## src/rtl/rxm_pkg.sv

```systemverilog
package rxm_pkg;

    typedef enum logic [1:0] {
        CMP_OFF    = 2'd0,
        CMP_EITHER = 2'd1,
        CMP_MASKED = 2'd2,
        CMP_RSVD   = 2'd3
    } cmp_mode_e;

    typedef enum logic [1:0] {
        WIN_ALL    = 2'd0,
        WIN_FIRST1 = 2'd1,
        WIN_FIRST2 = 2'd2,
        WIN_ALL2   = 2'd3
    } win_mode_e;

    localparam int unsigned WIN_MAX = 2;
    localparam int unsigned WIN_CW  = $clog2(WIN_MAX + 1);

    // number of leading words compared; 0 means no limit
    function automatic logic [WIN_CW-1:0] win_limit(input win_mode_e m);
        case (m)
            WIN_FIRST1: return WIN_CW'(1);
            WIN_FIRST2: return WIN_CW'(2);
            default:    return '0;
        endcase
    endfunction

endpackage

```

## src/rtl/rxm_window.sv

```systemverilog
module rxm_window
    import rxm_pkg::*;
(
    input  logic      clk,
    input  logic      rst,
    input  logic      sof,
    input  logic      take,
    input  win_mode_e win_mode,
    output logic      in_window
);
    logic [WIN_CW-1:0] cnt_q;
    logic [WIN_CW-1:0] cnt_now;
    logic [WIN_CW-1:0] lim;

    always_comb begin
        cnt_now   = sof ? '0 : cnt_q;
        lim       = win_limit(win_mode);
        in_window = (lim == '0) || (cnt_now < lim);
    end

    always_ff @(posedge clk) begin
        if (rst) begin
            cnt_q <= '0;
        end else if (take) begin
            cnt_q <= (cnt_now >= WIN_CW'(WIN_MAX)) ? WIN_CW'(WIN_MAX) : cnt_now + 1'b1;
        end else if (sof) begin
            cnt_q <= '0;
        end
    end

    // the counter saturates at the deepest window
    p_cnt_bound_r5: assert property (@(posedge clk) disable iff (rst)
        cnt_q <= WIN_CW'(WIN_MAX));

    // a frame start without a word leaves the window at zero
    p_sof_restart_r13: assert property (@(posedge clk) disable iff (rst)
        (sof && !take) |=> (cnt_q == '0));
endmodule

```

## src/rtl/rxm_compare.sv

```systemverilog
module rxm_compare
    import rxm_pkg::*;
#(
    parameter int unsigned DATA_W = 32
) (
    input  cmp_mode_e          mode,
    input  logic [DATA_W-1:0]  data,
    input  logic [DATA_W-1:0]  ref_a,
    input  logic [DATA_W-1:0]  ref_b,
    output logic               hit
);
    logic eq_a;
    logic eq_b;
    logic eq_msk;

    always_comb begin
        eq_a   = (data == ref_a);
        eq_b   = (data == ref_b);
        eq_msk = (((data ^ ref_a) & ref_b) == '0);
        case (mode)
            CMP_EITHER: hit = eq_a || eq_b;
            CMP_MASKED: hit = eq_msk;
            default:    hit = 1'b0;
        endcase
    end
endmodule

```

## src/rtl/rxm_gate.sv

```systemverilog
module rxm_gate #(
    parameter int unsigned DATA_W = 32
) (
    input  logic              clk,
    input  logic              rst,
    input  logic              word_vld,
    input  logic              rx_mask,
    input  logic [DATA_W-1:0] word_data,
    input  logic              hit_q,
    input  logic              hunt,
    input  logic              hit_clr,
    output logic              store_vld,
    output logic [DATA_W-1:0] store_data,
    output logic              hit_flag
);
    logic keep;

    always_comb begin
        keep = word_vld && !rx_mask && (!hunt || hit_flag || hit_q);
    end

    always_ff @(posedge clk) begin
        if (rst) begin
            store_vld  <= 1'b0;
            store_data <= '0;
            hit_flag   <= 1'b0;
        end else begin
            store_vld <= keep;
            if (keep) begin
                store_data <= word_data;
            end
            hit_flag <= hit_q || (hit_flag && !hit_clr);
        end
    end

    // masked words never reach the FIFO
    p_mask_drop_r2: assert property (@(posedge clk) disable iff (rst)
        (word_vld && rx_mask) |=> !store_vld);

    // the flag holds without a clear
    p_flag_sticky_r8: assert property (@(posedge clk) disable iff (rst)
        (hit_flag && !hit_clr) |=> hit_flag);

    // a pass-through word arrives one cycle later, unchanged
    p_store_latency_r11: assert property (@(posedge clk) disable iff (rst)
        (word_vld && !rx_mask && !hunt) |=> (store_vld && store_data == $past(word_data)));

    // while hunting with no hit, nothing is stored
    p_hunt_drop_r9: assert property (@(posedge clk) disable iff (rst)
        (hunt && !hit_flag && !hit_q) |=> !store_vld);
endmodule

```

## src/rtl/rx_match_filter.sv

```systemverilog
module rx_match_filter
    import rxm_pkg::*;
#(
    parameter int unsigned DATA_W = 32
) (
    input  logic              clk,
    input  logic              rst,
    input  logic              word_vld,
    input  logic [DATA_W-1:0] word_data,
    input  logic              rx_mask,
    input  logic              sof,
    input  logic [1:0]        cmp_mode,
    input  logic [1:0]        win_mode,
    input  logic              hunt,
    input  logic [DATA_W-1:0] ref_a,
    input  logic [DATA_W-1:0] ref_b,
    input  logic              hit_clr,
    output logic              store_vld,
    output logic [DATA_W-1:0] store_data,
    output logic              hit_flag
);
    cmp_mode_e cmode;
    win_mode_e wmode;
    logic      take;
    logic      in_window;
    logic      raw_hit;
    logic      hit_q;

    always_comb begin
        cmode = cmp_mode_e'(cmp_mode);
        wmode = win_mode_e'(win_mode);
        take  = word_vld && !rx_mask;
        hit_q = take && in_window && raw_hit;
    end

    rxm_window u_window (
        .clk       (clk),
        .rst       (rst),
        .sof       (sof),
        .take      (take),
        .win_mode  (wmode),
        .in_window (in_window)
    );

    rxm_compare #(.DATA_W(DATA_W)) u_compare (
        .mode  (cmode),
        .data  (word_data),
        .ref_a (ref_a),
        .ref_b (ref_b),
        .hit   (raw_hit)
    );

    rxm_gate #(.DATA_W(DATA_W)) u_gate (
        .clk        (clk),
        .rst        (rst),
        .word_vld   (word_vld),
        .rx_mask    (rx_mask),
        .word_data  (word_data),
        .hit_q      (hit_q),
        .hunt       (hunt),
        .hit_clr    (hit_clr),
        .store_vld  (store_vld),
        .store_data (store_data),
        .hit_flag   (hit_flag)
    );

    // with comparison off, a clear flag stays clear
    p_off_quiet_r12: assert property (@(posedge clk) disable iff (rst)
        (!hit_flag && (cmp_mode == 2'd0 || cmp_mode == 2'd3)) |=> !hit_flag);

    // a masked word alone cannot raise the flag
    p_mask_no_hit_r7: assert property (@(posedge clk) disable iff (rst)
        (!hit_flag && word_vld && rx_mask) |=> !hit_flag);
endmodule

```

## config.mk

```make
export PLATFORM = sky130hd
export DESIGN_NAME = rx_match_filter
export DESIGN_NICKNAME = d
export VERILOG_FILES = /design/src/rtl/rxm_pkg.sv /design/src/rtl/rxm_window.sv /design/src/rtl/rxm_compare.sv /design/src/rtl/rxm_gate.sv /design/src/rtl/rx_match_filter.sv
export SDC_FILE = /design/constraint.sdc
export NUM_CORES = 1
export LEC_CHECK = 0
export BUFFER_PORTS_ARGS = -buffer_cell sky130_fd_sc_hd__buf_4
export CORE_ASPECT_RATIO = 2
export CORE_UTILIZATION = 47
export CTS_BUF_LIST = sky130_fd_sc_hd__clkbuf_2
export DETAILED_ROUTE_END_ITERATION = 16
export PLACE_DENSITY_LB_ADDON = 0.25
export SKIP_CTS_REPAIR_TIMING = 1
export SLEW_MARGIN = 20
export SYNTH_ARGS = -nofsm -noshare
export SYNTH_HDL_FRONTEND = slang
export SYNTH_SLANG_ARGS = --single-unit
```

## constraint.sdc

```tcl
create_clock -name clk -period 4.1 [get_ports clk]
set_clock_uncertainty 0.05 [all_clocks]
set_input_delay 0.41 -clock clk [delete_from_list [all_inputs] [get_ports clk]]
set_output_delay 0.41 -clock clk [all_outputs]
set_load 0.03 [all_outputs]
```

==> metrics <==
status=completed; Fillers=465; Syn Area/Cell=9.15 µm²; ant diodes=0; register-to-register setup slack=1.26 ns; Final #Nets=533; Internal Power=0.541 mW; area leader, netlist=dfxtp_1; hpwl dp=6750 µm; combinational share of power=36.1%; power per cell area=220 mW/mm²; clk_lat worst skew=0.39 ns; Worst path top cell family by delay=simple AND/OR/NAND/NOR gates; Die Area=0.00585 mm²; Tcrit/Tclk final=69.3%; std cell rows=38; Clk network pwr share=18.3%; Max Fclk=352 MHz; Final GP Congestion=0.915; global-route wire length before repair=12000 µm; CTS buffer count=5; Sequential Power Share=45.6%; RSZ-0062 raised after global routing=false; Worst path max stage delay=0.50 ns; vias in the first global route=2612; maximum capacitance violations=0; CTS Sinks=36; worst vdd ir=0.000207 V; Clock Path Buffers=2; crit end category=flop; critical path class=reg -> reg; clock-pin slew on the worst setup and hold paths=0.16 ns; Fin Setup TNS=0 ns; Synth top area share=27.7%; sequential element share of the synthesized area=27.7%; IO Count=141; Worst EP arrival=3.12 ns; Core ar.=0.00537 mm²; Non-Filler Instances=479; vias per inst=5.32; P&R area growth vs syn=41.4%; Hold Fails Final Rpt=0; root buffer cell=clkbuf_2; post-synthesis net count=396; drt wl/cell=16.9 µm; Worst EP required=4.38 ns; Unique masters post-synth=28; cells along the critical path=nor2b_1 > ha_1 > o21ai_1 > a21oi_1 > or4_1 > nor4_2 > or3_2 > buf_12 > mux2i_1; synth warn=0; port bufs=140; total leakage power=1.67 nW; post-layout min period=2.84 ns; critical path's slowest cell=or4_1; via count=2547; Switching Share=33.2%; initial antenna violation count=0; Inst Count DP=474; initial core utilization=48.3%; Least-Margin Pin Slew=0.497 ns; sum of buffers and inverters on the critical path=1; ranking of synthesized cells by area=dfxtp_1 (28%), xor2_1 (22%), nand2b_1 (15%), mux2i_1 (12%), nor4_1 (3.9%); routed wire length=8090 µm; H-tree levels=2; multi-input combinational cell area=0.00175 mm²; Slew HR=66.9%; most frequent cell after synthesis=xor2_1; CTS tree=done; Worst setup SP type=flop; Die Ht=107 µm; ys flop type=dfxtp_1; Cell Area, Synth=0.00260 mm²; hold path cells=2; 1st-pass router iterations=4; starting DRC count in detailed routing=55; Post-DRT Antenna Nets=0; HP Class=in -> reg; ys async rst share=0%; CP max FO=20; top cells by count, synth=xor2_1 (64), nand2b_1 (63), dfxtp_1 (36); #FFs+latches synth=36; R2R depth=9; Slew Viols, Final=0; layout cell share with drive strength beyond 1=35.3%; stages on the worst setup path=9; die extent in x=54.6 µm; largest net degree at the start of global routing=69; FF/Latch Area=721 µm²; Syn Inst Count=284; DRC=0; # setup viols final=0; gr usage total=29.2%; grt ovf=0; P_sw=0.269 mW; Post-synth EDFFs=0
-- power groups by stage --
| stage | Sequential [mW] | Clock (mW) | Combinational, mW |
|---|---|---|---|
| 2_1_floorplan | 0.399 | 0 | 0.117 |
| 3_3_place_gp | 0.377 | 0 | 0.288 |
| 3_5_place_dp | 0.377 | 0 | 0.290 |
| 4_1_cts | 0.370 | 0.146 | 0.292 |
| 5_1_grt | 0.371 | 0.159 | 0.312 |
| 6_report | 0.370 | 0.148 | 0.292 |
-- kinds of logic (layout without fill, tap and decap cells) --
kind of cell               Yosys count  count (layout)  share of synthesized area (%)
xor gates and xnor gates            64              64                           21.6
DFF                                 36              36                           27.7
buffers and inverters               20             155                           5.06
AOI/OAI and AO/OA                   21              21                           5.83
adders and majority gates            5               5                           2.41
and+or+nand+nor                    106             106                           25.0
muxes                               32              32                           12.3
-- state kept, by name, summed over array words and instances (netlist names) --
register and flops:
u_gate.store_data 32, u_window.cnt_q 2, u_gate.hit_flag 1, u_gate.store_vld 1
-- layer usage --
layer / vias to the layer above / global-route usage, % / part of all wire, %
met4: 0 / 17.4 / 5.3
li1: 1238 / - / -
met5: - / 0 / 0
met2: 112 / 53.0 / 55
met3: 31 / 5.96 / 6.0
met1: 1166 / 27.4 / 34
-- layout by cell type (no fill, tap or decap), drive strengths merged --
cell type	Yosys	final
a21oi	4	4
a221oi	2	2
a222oi	1	1
a22o	2	2
a22oi	10	10
and3	1	1
buf	4	141
clkbuf	7	5
dfxtp	36	36
ha	5	5
inv	9	9
mux2i	32	32
nand2	1	1
nand2b	63	63
nand3	1	1
nand4	7	7
nor2	6	6
nor2b	3	3
nor3	3	3
nor4	17	17
o21ai	1	1
o22ai	1	1
or2b	2	2
or3	1	1
or4	1	1
xor2	64	64
-- area by class of cell --
class | count | share of cell area (%)
multi-input combinational | 228 | 47.6
inverter | 9 | 0.920
timing repair buffer | 141 | 29.2
tap | 60 | 2.04
sequential | 36 | 19.6
clock buffer | 5 | 0.681
-- worst reg2reg max path: stages (launching register included) --
cell and delay, ns:
dfxtp_1 0.38, nor2b_1 0.17, ha_1 0.24, o21ai_1 0.07
a21oi_1 0.09, or4_1 0.50, nor4_2 0.33, or3_2 0.48
buf_12 0.25, mux2i_1 0.22
-- path summary, 6_finish.rpt --
kind,end,startpoint
hold reg to reg,u_gate.store_data[27],u_gate.store_data[27]
setup / recovery,u_gate.store_data[13],u_window.cnt_q[1]
setup reg to reg,u_gate.store_data[13],u_window.cnt_q[1]
hold / removal,u_window.cnt_q[1],sof
-- metrics by stage --
stage / hold slack, ns / power (mW) / setup WS (ns) / util (%) / cell area [µm²]
detailed placement: 0.417 / 0.667 / 1.04 / 67.9 / 3650
global placement: 0.410 / 0.664 / 1.16 / 67.9 / 3650
global route: 0.141 / 0.842 / 1.05 / 68.4 / 3670
floorplan: 0.437 / 0.515 / 1.62 / - / 2600
finish: 0.136 / 0.810 / 1.26 / 68.4 / 3670
CTS: 0.150 / 0.807 / 1.26 / 68.4 / 3670
Note: power is estimated with default switching activity, not from simulation.
